### config.mk
export PLATFORM = sky130hd
export DESIGN_NAME = wdt_two_stage
export DESIGN_NICKNAME = d
export VERILOG_FILES = /design/src/rtl/wdt_pkg.sv /design/src/rtl/wdt_regs.sv /design/src/rtl/wdt_count.sv /design/src/rtl/wdt_stage.sv /design/src/rtl/wdt_two_stage.sv
export SDC_FILE = /design/constraint.sdc
export NUM_CORES = 1
export LEC_CHECK = 0
export ABC_AREA = 1
export BUFFER_PORTS_ARGS = -buffer_cell sky130_fd_sc_hd__clkbuf_2
export CAP_MARGIN = 20
export CORE_MARGIN = 2
export CORE_UTILIZATION = 37
export DETAILED_ROUTE_END_ITERATION = 10
export PLACE_DENSITY_LB_ADDON = 0.15
export REMOVE_ABC_BUFFERS = 1
export SLEW_MARGIN = 15
export SYNTH_ARGS = -nofsm -noshare
export SYNTH_HDL_FRONTEND = slang
export SYNTH_SLANG_ARGS = --single-unit
### constraint.sdc
create_clock -name clk -period 1.6 [get_ports clk]
set_input_delay 0.4 -clock clk [delete_from_list [all_inputs] [get_ports clk]]
set_output_delay 0.4 -clock clk [all_outputs]
set_load 0.005 [all_outputs]
### src/rtl/wdt_pkg.sv
package wdt_pkg;
   // register addresses
   localparam int A_TIMER    = 0;
   localparam int A_RESTART  = 1;
   localparam int A_CTRL     = 2;
   localparam int A_STS1     = 3;
   localparam int A_STS2     = 4;
   localparam int A_IRQEN    = 5;
   localparam int A_NOREBOOT = 6;
   // bit positions
   localparam int B_HALT     = 11;
   localparam int B_KEEP     = 9;
   localparam int B_FIRST    = 3;
   localparam int B_SECOND   = 1;
   localparam int B_BOOT     = 2;
   localparam int B_IRQEN    = 0;
   localparam int B_NOREBOOT = 0;
   localparam int KEY_W      = 5;
endpackage

### src/rtl/wdt_regs.sv
module wdt_regs
   import wdt_pkg::*;
#(
   parameter int DATA_W    = 16,
   parameter int ADDR_W    = 3,
   parameter int TMR_W     = 10,
   parameter int RST_TMR   = 4,
   parameter int MIN_TICKS = 2,
   parameter bit HAS_STRAP = 1'b1
) (
   input  logic              clk,
   input  logic              rst_n,
   input  logic              reg_wr,
   input  logic [ADDR_W-1:0] reg_addr,
   input  logic [DATA_W-1:0] reg_wdata,
   input  logic              strap_nr,
   input  logic              set_first,
   input  logic              set_second,
   input  logic              set_boot,
   input  logic [TMR_W-1:0]  cnt,
   output logic [DATA_W-1:0] reg_rdata,
   output logic [TMR_W-1:0]  load_val,
   output logic              load_stb,
   output logic              halt,
   output logic              irq_en,
   output logic              nr_eff,
   output logic              first_flag,
   output logic              second_flag,
   output logic              boot_flag
);
   logic [TMR_W-1:0] tmr_q;
   logic             keep_q;
   logic             nr_q;
   logic             wr_timer, wr_restart, wr_ctrl, wr_sts1, wr_sts2, wr_irqen, wr_nr;
   logic             unused_wdata;

   assign unused_wdata = ^reg_wdata;

   assign wr_timer   = reg_wr && (reg_addr == ADDR_W'(A_TIMER));
   assign wr_restart = reg_wr && (reg_addr == ADDR_W'(A_RESTART));
   assign wr_ctrl    = reg_wr && (reg_addr == ADDR_W'(A_CTRL));
   assign wr_sts1    = reg_wr && (reg_addr == ADDR_W'(A_STS1));
   assign wr_sts2    = reg_wr && (reg_addr == ADDR_W'(A_STS2));
   assign wr_irqen   = reg_wr && (reg_addr == ADDR_W'(A_IRQEN));
   assign wr_nr      = reg_wr && (reg_addr == ADDR_W'(A_NOREBOOT));

   assign load_stb = wr_restart && (|reg_wdata[KEY_W-1:0]);
   assign load_val = (tmr_q < TMR_W'(MIN_TICKS)) ? TMR_W'(MIN_TICKS) : tmr_q;

   generate
      if (HAS_STRAP) begin : g_strap
         assign nr_eff = nr_q | strap_nr;
      end else begin : g_nostrap
         logic unused_strap;
         assign unused_strap = strap_nr;
         assign nr_eff = nr_q;
      end
   endgenerate

   always_ff @(posedge clk) begin
      if (!rst_n) begin
         tmr_q       <= TMR_W'(RST_TMR);
         halt        <= 1'b1;
         keep_q      <= 1'b0;
         irq_en      <= 1'b0;
         nr_q        <= 1'b1;
         first_flag  <= 1'b0;
         second_flag <= 1'b0;
         boot_flag   <= 1'b0;
      end else begin
         if (wr_timer) tmr_q <= reg_wdata[TMR_W-1:0];
         if (wr_ctrl) begin
            halt   <= reg_wdata[B_HALT];
            keep_q <= reg_wdata[B_KEEP];
         end
         if (wr_irqen) irq_en <= reg_wdata[B_IRQEN];
         if (wr_nr)    nr_q   <= reg_wdata[B_NOREBOOT];
         first_flag  <= set_first  | (first_flag  & ~(wr_sts1 & reg_wdata[B_FIRST]));
         second_flag <= set_second | (second_flag & ~(wr_sts2 & reg_wdata[B_SECOND]));
         boot_flag   <= set_boot   | (boot_flag   & ~(wr_sts2 & reg_wdata[B_BOOT]));
      end
   end

   always_comb begin
      reg_rdata = '0;
      if (reg_addr == ADDR_W'(A_TIMER))    reg_rdata[TMR_W-1:0] = tmr_q;
      if (reg_addr == ADDR_W'(A_RESTART))  reg_rdata[TMR_W-1:0] = cnt;
      if (reg_addr == ADDR_W'(A_CTRL)) begin
         reg_rdata[B_HALT] = halt;
         reg_rdata[B_KEEP] = keep_q;
      end
      if (reg_addr == ADDR_W'(A_STS1))     reg_rdata[B_FIRST] = first_flag;
      if (reg_addr == ADDR_W'(A_STS2)) begin
         reg_rdata[B_SECOND] = second_flag;
         reg_rdata[B_BOOT]   = boot_flag;
      end
      if (reg_addr == ADDR_W'(A_IRQEN))    reg_rdata[B_IRQEN]    = irq_en;
      if (reg_addr == ADDR_W'(A_NOREBOOT)) reg_rdata[B_NOREBOOT] = nr_eff;
   end
endmodule

### src/rtl/wdt_count.sv
module wdt_count #(
   parameter int TMR_W   = 10,
   parameter int RST_VAL = 4
) (
   input  logic             clk,
   input  logic             rst_n,
   input  logic             tick,
   input  logic             halt,
   input  logic             load,
   input  logic [TMR_W-1:0] load_val,
   output logic [TMR_W-1:0] cnt,
   output logic             expire
);
   logic run;

   assign run    = tick && !halt;
   assign expire = run && !load && (cnt == TMR_W'(1));

   always_ff @(posedge clk) begin
      if (!rst_n)       cnt <= TMR_W'(RST_VAL);
      else if (load)    cnt <= load_val;
      else if (expire)  cnt <= load_val;
      else if (run)     cnt <= cnt - TMR_W'(1);
   end
endmodule

### src/rtl/wdt_stage.sv
module wdt_stage (
   input  logic clk,
   input  logic rst_n,
   input  logic expire,
   input  logic first_flag,
   input  logic load_stb,
   input  logic nr_eff,
   output logic set_first,
   output logic set_second,
   output logic set_boot,
   output logic rst_req
);
   logic restarted_q;

   assign set_first  = expire && !first_flag;
   assign set_second = expire && first_flag;
   assign set_boot   = set_second && !restarted_q;

   always_ff @(posedge clk) begin
      if (!rst_n) begin
         restarted_q <= 1'b0;
         rst_req     <= 1'b0;
      end else begin
         if (load_stb) restarted_q <= 1'b1;
         rst_req <= set_second && !nr_eff;
      end
   end
endmodule

### src/rtl/wdt_two_stage.sv
module wdt_two_stage #(
   parameter int DATA_W    = 16,
   parameter int ADDR_W    = 3,
   parameter int TMR_W     = 10,
   parameter int RST_TMR   = 4,
   parameter int MIN_TICKS = 2,
   parameter bit HAS_STRAP = 1'b1
) (
   input  logic              clk,
   input  logic              rst_n,
   input  logic              reg_wr,
   input  logic [ADDR_W-1:0] reg_addr,
   input  logic [DATA_W-1:0] reg_wdata,
   output logic [DATA_W-1:0] reg_rdata,
   input  logic              tick_en,
   input  logic              strap_no_reboot,
   output logic              irq,
   output logic              rst_req
);
   localparam int RST_EFF = (RST_TMR < MIN_TICKS) ? MIN_TICKS : RST_TMR;

   generate
      if (DATA_W < 12)               begin : g_bad_data  $error("DATA_W too small for control bits"); end
      if (TMR_W > DATA_W)            begin : g_bad_tmr   $error("TMR_W exceeds DATA_W"); end
      if (TMR_W < 5)                 begin : g_bad_tmr2  $error("TMR_W too small for restart key"); end
      if (ADDR_W < 3)                begin : g_bad_addr  $error("ADDR_W must cover 7 registers"); end
      if (MIN_TICKS < 2)             begin : g_bad_min   $error("MIN_TICKS must be at least 2"); end
      if (RST_EFF >= (1 << TMR_W))   begin : g_bad_rst   $error("RST_TMR does not fit TMR_W"); end
   endgenerate

   logic [TMR_W-1:0] cnt, load_val;
   logic load_stb, halt, irq_en, nr_eff;
   logic first_flag, second_flag, boot_flag;
   logic set_first, set_second, set_boot, expire;

   wdt_regs #(
      .DATA_W(DATA_W), .ADDR_W(ADDR_W), .TMR_W(TMR_W),
      .RST_TMR(RST_TMR), .MIN_TICKS(MIN_TICKS), .HAS_STRAP(HAS_STRAP)
   ) u_regs (
      .clk(clk), .rst_n(rst_n), .reg_wr(reg_wr), .reg_addr(reg_addr),
      .reg_wdata(reg_wdata), .strap_nr(strap_no_reboot),
      .set_first(set_first), .set_second(set_second), .set_boot(set_boot),
      .cnt(cnt), .reg_rdata(reg_rdata), .load_val(load_val), .load_stb(load_stb),
      .halt(halt), .irq_en(irq_en), .nr_eff(nr_eff), .first_flag(first_flag),
      .second_flag(second_flag), .boot_flag(boot_flag)
   );

   wdt_count #(.TMR_W(TMR_W), .RST_VAL(RST_EFF)) u_count (
      .clk(clk), .rst_n(rst_n), .tick(tick_en), .halt(halt), .load(load_stb),
      .load_val(load_val), .cnt(cnt), .expire(expire)
   );

   wdt_stage u_stage (
      .clk(clk), .rst_n(rst_n), .expire(expire), .first_flag(first_flag),
      .load_stb(load_stb), .nr_eff(nr_eff), .set_first(set_first),
      .set_second(set_second), .set_boot(set_boot), .rst_req(rst_req)
   );

   assign irq = first_flag && irq_en;
endmodule

Word level (Yosys, flattened, before mapping)
Cells that the tools add are included.

Register bits: 29. Word-level logic and storage cells: 69. Output and inout bits: 18.

Add/subtract/negate cells: 1. Bitwise logic cells: 13. Eq/ne operators: 7. Multiplexer cells: 12. Order comparisons: 1. Reductions and logical operators: 24.

Operators by type and width (count): $mux 10 (6); $logic_and 1x1->1 (16); $eq 10x1->1 const B (1); $lt 10x2->1 const B (1); $sub 10x1->10 const B (1); $eq 3x3->1 const B (3); $and 1x1->1 (6); $eq 3x2->1 const B (2); $logic_not 1->1 (5); $mux 1 (5); $reduce_or 5->1 (1); $or 1x1->1 (4); $eq 3x1->1 const B (1); $logic_not 3->1 (1); $not 1->1 (3); $reduce_bool 3->1 (1); $mux 2 (1).

Longest topological paths before layout
Gate-level depths: netlist (run 1).

Depth after elaboration: 9. Gate-level depth with buffers: 11. Depth with buffers taken out: 11.

By module
Synthesis (run 1) repeated with hierarchy kept, for this count alone.

Cells, all modules: 318. Area total of the unflattened synthesis: 1963.1 um^2.

Modules (own cells, without submodules): wdt_regs (times used 1, seq. area each 340.3 um^2, area an instance 1096.1 um^2, cells each 187); wdt_count (times used 1, seq. area each 200.2 um^2, area an instance 773.2 um^2, cells each 116); wdt_stage (times used 1, seq. area each 40.0 um^2, area an instance 86.3 um^2, cells each 13); wdt_two_stage (times used 1, seq. area each 0.0 um^2, area an instance 7.5 um^2, cells each 2).

Worst setup path before layout (run 1)
OpenSTA, ideal clock, no wires.

Path type: input to output. From: input port reg_addr[1]. To: output port reg_rdata[0]. Stages on the path: 7. Buffers on the path: 0. Data required time: 1200 ps. Path slack: 130 ps. Arrival time: 1070 ps. Path through: inv_2 > nand2_1 > nor2_1 > clkinv_1 > o22ai_1 > a21oi_1 > nand2_1.

Word-level cells in the longest chain between the ends: 5. Elaborated cells on any way between the ends: 8.

Ends and longest elaborated chain: from (decl) (RTL line wdt_two_stage.sv:12) `input logic [ADDR_W-1:0] reg_addr,`; $logic_not 3->1 (RTL line wdt_regs.sv:86) `if (reg_addr == ADDR_W'(A_TIMER)) reg_rdata[TMR_W-1:0] = tmr_q;`; $mux 10 (RTL line wdt_regs.sv:86); $mux 10 (RTL line wdt_regs.sv:87) `if (reg_addr == ADDR_W'(A_RESTART)) reg_rdata[TMR_W-1:0] = cnt;`; $mux 1 (RTL line wdt_regs.sv:97) `if (reg_addr == ADDR_W'(A_IRQEN)) reg_rdata[B_IRQEN] = irq_en;`; $mux 1 * (RTL line wdt_regs.sv:98) `if (reg_addr == ADDR_W'(A_NOREBOOT)) reg_rdata[B_NOREBOOT] = nr_eff;`; to (decl) (RTL line wdt_two_stage.sv:14) `output logic [DATA_W-1:0] reg_rdata,`.

Mark *: on every way between the ends. The rest lies on a longest branch, timed or not.

Worst setup path after layout (run 1)
Same ends and word-level chain as after synthesis.

==> out/summary.txt, run 1 <==
Status - finished with violations
Failing checks - negative setup slack
Gr usage total - 0.202
Crit-path max FO - 6
Async SR Flop Fraction - 0
Post-DP Area - 2110 um^2
Reg clk slew, reported paths - 70 ps
Setup ws final - -26.1 ps
Power Dens Cells - 713 nW/um^2
Vias in the first global route - 1779
Post-route ant nets - 0
Setup tns final - -28.8 ps
RSZ-0062 raised after global routing - true
CTS HTree Levels - 2
Crit path DAT - 1230 ps
Largest net degree at the start of global routing - 21
I/O pin count - 42
R2r setup slk - 110 ps
Standard-cell rows - 24
Yosys warns - 0
Post-DP HPWL - 3730 um
Slowest Stage Delay on Critical Path - 130 ps
Wire length on met2 - 2370 um
CTS max path bufs - 2
Final estimated routing congestion in global placement - 0.893
Reg2reg end - u_count.cnt[7]$_SDFFE_PN0P_
Met1 wire length - 2340 um
Fmax - 0.615 GHz
CP Cell Sequence - buf_8 > inv_8 > nand2_4 > nor2_4 > inv_4 > buf_6 > o22ai_4 > a21oi_2 > nand2_1 > clkbuf_2
Worst IR drop on VDD - 0.510 mV
Most common cell after layout, fill and taps aside - nand2_1
#FFs+latches synth - 29
Port bufs - 31
Final Hold Fails - 0
Fin crit period - 1630 ps
Leak pwr - 1.09 nW
MaxCap Viol Count - 0
Avg Cell Area, Syn - 6.74 um^2
1st-iter DRT viols - 91
Final clock skew - 5.99 ps
Post-synth EDFFs - 0
Total CTS buffers - 5
Worst reg2reg path startpoint - u_count.cnt[2]$_SDFFE_PN1P_
Die Span Y - 72.4 um
Core area - 4440 um^2
Diodes inserted - 0
Crit path required time - 1200 ps
Ys flop type - dfxtp_1
Die area - 5250 um^2
Design Area, Final - 2460 um^2
Setup CP Type - primary input to primary output
HP Start - strap_no_reboot
Syn Inst Count - 257
Routed WL per cell - 13.2 um
Critical path's slowest cell - buf_6
Synthesis-to-finish area growth - 42.1%
Hold-fix buffers at CTS - 0
Count of final setup violators - 2
Synthesized area - 1730 um^2
Startpoint class of the critical path - primary input
Most frequent cells in the layout - nand2_1, inv_1, buf_4, dfxtp_1, a21oi_1
Critical path capture point type - primary output
Min-Delay Endpoint - u_stage.rst_req$_SDFF_PN0_
Global-route wire length before repair - 8190 um
Max-slew violation count - 0
Met3 wire length - 207 um
Clk sink count - 29
Worst Hold Depth - 2
NumNets Final - 349
Reg2Reg Depth - 8
Worst hold path type - primary input to flop
Sequential area share after synthesis - 0.335
CTS tree - yes
Total iterations of the first detailed-routing run - 4
Grt ovf - 0
Top sig layer - met4
Initial antenna violation count - 0
DR DRC count - 0
Post-place setup slack - -149 ps
DIE WIDTH - 72.4 um
Vias per std cell - 5.04
Tcrit/Tclk final - 1.02
Routed WL - 4960 um
Clk_lat worst skew - 280 ps
Distinct cells, synth - 33
Registers with the most flip-flops - u_count.cnt (10), u_regs.tmr_q (10)
Clk root buf - clkbuf_8
Post-layout util - 0.554
Via count - 1895
Final hold slack - 287 ps
Share of post-route cells with drive strength above 1 - 0.346
Initial Util - 0.390
[power breakdown]
group          internal (mW)  switching (mW)
Sequential             0.744          0.0169
Combinational          0.138           0.174
Clock                  0.389           0.295
[synthesized netlist by cell type, types with 2 or more instances]
| master | number | area share |
|---|---|---|
| o21ai_1 | 10 | 0.029 |
| nand3_1 | 14 | 0.040 |
| nand4_1 | 2 | 0.0072 |
| o31ai_1 | 2 | 0.0087 |
| ha_1 | 2 | 0.014 |
| nand2_1 | 41 | 0.089 |
| o22ai_1 | 6 | 0.022 |
| inv_4 | 2 | 0.0072 |
| inv_2 | 6 | 0.013 |
| buf_4 | 5 | 0.022 |
| clkinv_1 | 2 | 0.0043 |
| o211ai_1 | 4 | 0.017 |
| nor2_2 | 4 | 0.014 |
| nor2_1 | 16 | 0.035 |
| o221ai_1 | 4 | 0.020 |
| a21oi_1 | 27 | 0.078 |
| dfxtp_1 | 29 | 0.34 |
| buf_2 | 2 | 0.0058 |
| nor4_1 | 3 | 0.011 |
| xor2_1 | 3 | 0.015 |
| clkbuf_1 | 2 | 0.0043 |
| o21ai_0 | 16 | 0.046 |
| inv_1 | 39 | 0.084 |
| nor3_1 | 5 | 0.014 |
| nor2_4 | 3 | 0.019 |
[critical path, delay by kind of cell]
family / cells / cell delay, ps
AND/OR/NAND/NOR: 3 / 220
buffers and inverters: 5 / 420
AO/OA/AOI/OAI: 2 / 160
[what timing repair did]
action | 4_1_cts | 5_1_grt
gates resized for setup | 12 | 42
pin swaps | 1 | 10
cloned | 0 | 0
setup buffers | 2 | 5
setup endpoints to repair | 10 | 23
[cell type report]
cell class / count / area [um^2]
repair buffers: 64 / 457
well taps: 52 / 65.1
clock inverters: 1 / 5.00
flip-flops and latches: 29 / 583
multi-input cells: 174 / 1050
clock buffers: 7 / 96.3
inverters: 49 / 204
fillers: 438 / 1980
[metal layers]
metal / global-route usage / vias up
met3: 0.0486 / 5
met2: 0.335 / 39
met1: 0.265 / 865
met4: 0.0473 / 0
li1: - / 986
met5: 0 / -
[cells by family (layout without fill, tap and decap cells)]
family,Yosys count,in the layout,share of synthesized area
other,1,5,0.00216
AND/OR/NAND/NOR,91,91,0.248
buffers and inverters,58,121,0.141
flip-flops,29,29,0.335
AO/OA/AOI/OAI,73,73,0.245
XOR/XNOR,3,3,0.0152
adder cells (fa/ha/maj),2,2,0.0144
[worst max-delay path by stage]
stage	start	endpoint	slack (ps)	depth (start not counted)
3_5_place_dp	reg_addr[1]	reg_rdata[0]	-150	10
3_3_place_gp	reg_addr[1]	reg_rdata[0]	-130	10
4_1_cts	reg_addr[1]	reg_rdata[0]	-60	10
2_1_floorplan	reg_addr[1]	reg_rdata[0]	130	7
5_1_grt	reg_addr[1]	reg_rdata[0]	-90	10
6_report	reg_addr[1]	reg_rdata[0]	-30	10
[through the flow]
step | cells | power [mW]
final | 376 | 1.76
after global placement | 361 | 1.03
after detailed placement | 361 | 1.03
after global routing | 376 | 1.84
after floorplan | 252 | 0.907
after CTS | 371 | 1.74
Note: power is estimated with default switching activity, not from simulation.
==> run 2, diff against run 1 <==
- CORE_ASPECT_RATIO: not set -> 1.75
- clock period: 1.6 -> 1.9 ns (I/O delays scaled with it)
==> out/summary.txt, run 2 (synthesis results as in run 1) <==
CTS HTree Levels - 2 (unchanged)
Clk root buf - clkbuf_8
Total iterations of the first detailed-routing run - 4 (unchanged)
Diodes inserted - 0 (unchanged)
Status - finished clean
Power Dens Cells - 625 nW/um^2 (-12%)
DIE WIDTH - 55.7 um (-23%)
Post-route ant nets - 0 (unchanged)
Vias in the first global route - 1714 (-3.7%)
Vias per std cell - 5.03 (-0.12%)
Final Hold Fails - 0 (unchanged)
Largest net degree at the start of global routing - 21 (unchanged)
Routed WL per cell - 13.5 um (+2.2%)
Fin crit period - 1790 ps
Headroom to the max-slew limit - 0.569
Initial Util - 0.378 (-0.0118)
Startpoint class of the critical path - primary input
Worst hold path type - primary input to flop
Crit path required time - 1420 ps (+220 ps)
Worst-margin pin slew - 641 ps
Grt ovf - 0 (unchanged)
Most frequent cells in the layout - nand2_1, inv_1, clkbuf_2
I/O pin count - 42 (unchanged)
Routed WL - 4770 um (-3.8%)
NumNets Final - 327 (-6.3%)
Hold-fix buffers at CTS - 0 (unchanged)
RSZ-0062 raised after global routing - false
Die Span Y - 94.5 um (+31%)
MaxCap Viol Count - 0 (unchanged)
Via count - 1782 (-6.0%)
Post-layout util - 0.462 (-0.0916)
Total CTS buffers - 5 (unchanged)
Slowest Stage Delay on Critical Path - 170 ps (+40 ps)
Global-route wire length before repair - 7950 um (-3.0%)
Core area - 4580 um^2 (+3.1%)
Max-slew violation count - 0 (unchanged)
DR DRC count - 0 (unchanged)
CP Cell Sequence - clkbuf_2 > inv_2 > nand3_1 > buf_6 > o22ai_2 > a21oi_1 > nand2_1 > clkbuf_2
Port bufs - 31 (unchanged)
Fmax - 0.558 GHz
CTS max path bufs - 2 (unchanged)
Standard-cell rows - 33 (+38%)
Critical Path Most Common Cell - clkbuf_2
Tcrit/Tclk final - 0.943
CTS tree - yes
Setup CP Type - primary input to primary output
Critical path's slowest cell - buf_6
Crit path DAT - 1320 ps (+90 ps)
Most common cell after layout, fill and taps aside - nand2_1
Die area - 5270 um^2 (+0.42%)
Count of final setup violators - 0 (-2)
Final clock skew - 4.28 ps (-1.71 ps)
Final hold slack - 385 ps (+98.0 ps)
Initial antenna violation count - 0 (unchanged)
1st-iter DRT viols - 36 (-60%)
Synthesis-to-finish area growth - 22.3%
Registers with the most flip-flops - u_count.cnt (10), u_regs.tmr_q (10)
Clk_lat worst skew - 280 ps (about the same)
Crit-path max FO - 11 (+5)
Leak pwr - 0.914 nW (-16%)
Gr usage total - 0.197 (-0.00451)
Worst IR drop on VDD - 0.435 mV (-15%)
Reg clk slew, reported paths - 60 ps (about the same)
Final estimated routing congestion in global placement - 0.875 (-2.0%)
Clk sink count - 29 (unchanged)
Share of post-route cells with drive strength above 1 - 0.242 (-0.104)
Post-DP HPWL - 3790 um (+1.7%)
Critical path capture point type - primary output
-- run 2: changes by cell type in the layout (fill, tap and decap cells not counted), sizes merged --
| cell | change |
|---|---|
| inv | -1 |
| clkbuf | +8 |
| buf | -29 |
-- run 2: metrics by stage --
step                      setup TNS (ps)  cell area, um^2  std cells  setup WS, ps  total power [mW]
final                                  0             2120        354           108              1.32
after global routing                   0             2120        354          21.9              1.40
after CTS                          -15.5             2070        353         -8.30              1.33
after detailed placement           -18.5             1990        345         -9.46             0.848
after global placement                 0             1990        345          21.0             0.846
after floorplan                        0             1690        252           280             0.764
-- run 2: cell type report --
cell class,instances,area [um^2]
multi-input combinational,174,960
timing repair buffer,42,245
inverter,49,189
tap,52,65.1
sequential,29,581
fill,498,2460
clock buffer,8,80.1
-- run 2: timing repair --
action	4_1_cts	5_1_grt
setup buffers	0	1
pin swaps	0	1
endpoints found under the hold margin	0	0
setup endpoints to repair	2	9
gates resized for setup	0	9
-- run 2: worst paths after layout --
check,slack [ps],depth (start not counted),to,startpoint
max,110,8,reg_rdata[0],reg_addr[2]
min,390,2,u_stage.rst_req$_SDFF_PN0_,strap_no_reboot
max reg2reg,250,10,u_count.cnt[8]$_SDFFE_PN0P_,u_count.cnt[1]$_SDFFE_PN0P_
min reg2reg,460,2,u_stage.restarted_q$_SDFFE_PN0P_,u_stage.restarted_q$_SDFFE_PN0P_
-- run 2: power breakdown --
| part | internal [mW] | total, mW | switching, mW | leakage, nW |
|---|---|---|---|---|
| Clock | 0.259 | 0.483 | 0.224 | 0.0395 |
| Combinational | 0.0745 | 0.200 | 0.126 | 0.640 |
| Sequential | 0.626 | 0.640 | 0.0140 | 0.235 |
| Total | 0.960 | 1.32 | 0.364 | 0.914 |
-- run 2: metal layers --
layer  vias to the layer above  part of all wire  global-route usage
met4                         0             0.030               0.108
met2                        40              0.54               0.368
met1                       799              0.39               0.211
li1                        933                 -                   -
met3                        10             0.034              0.0260
met5                         -                 0                   0
-- run 2: critical path: cells and delay by family --
| kind | cells | cell delay (ps) |
|---|---|---|
| buffers and inverters | 4 | 500 |
| AOI/OAI and AO/OA | 2 | 190 |
| and+or+nand+nor | 2 | 160 |
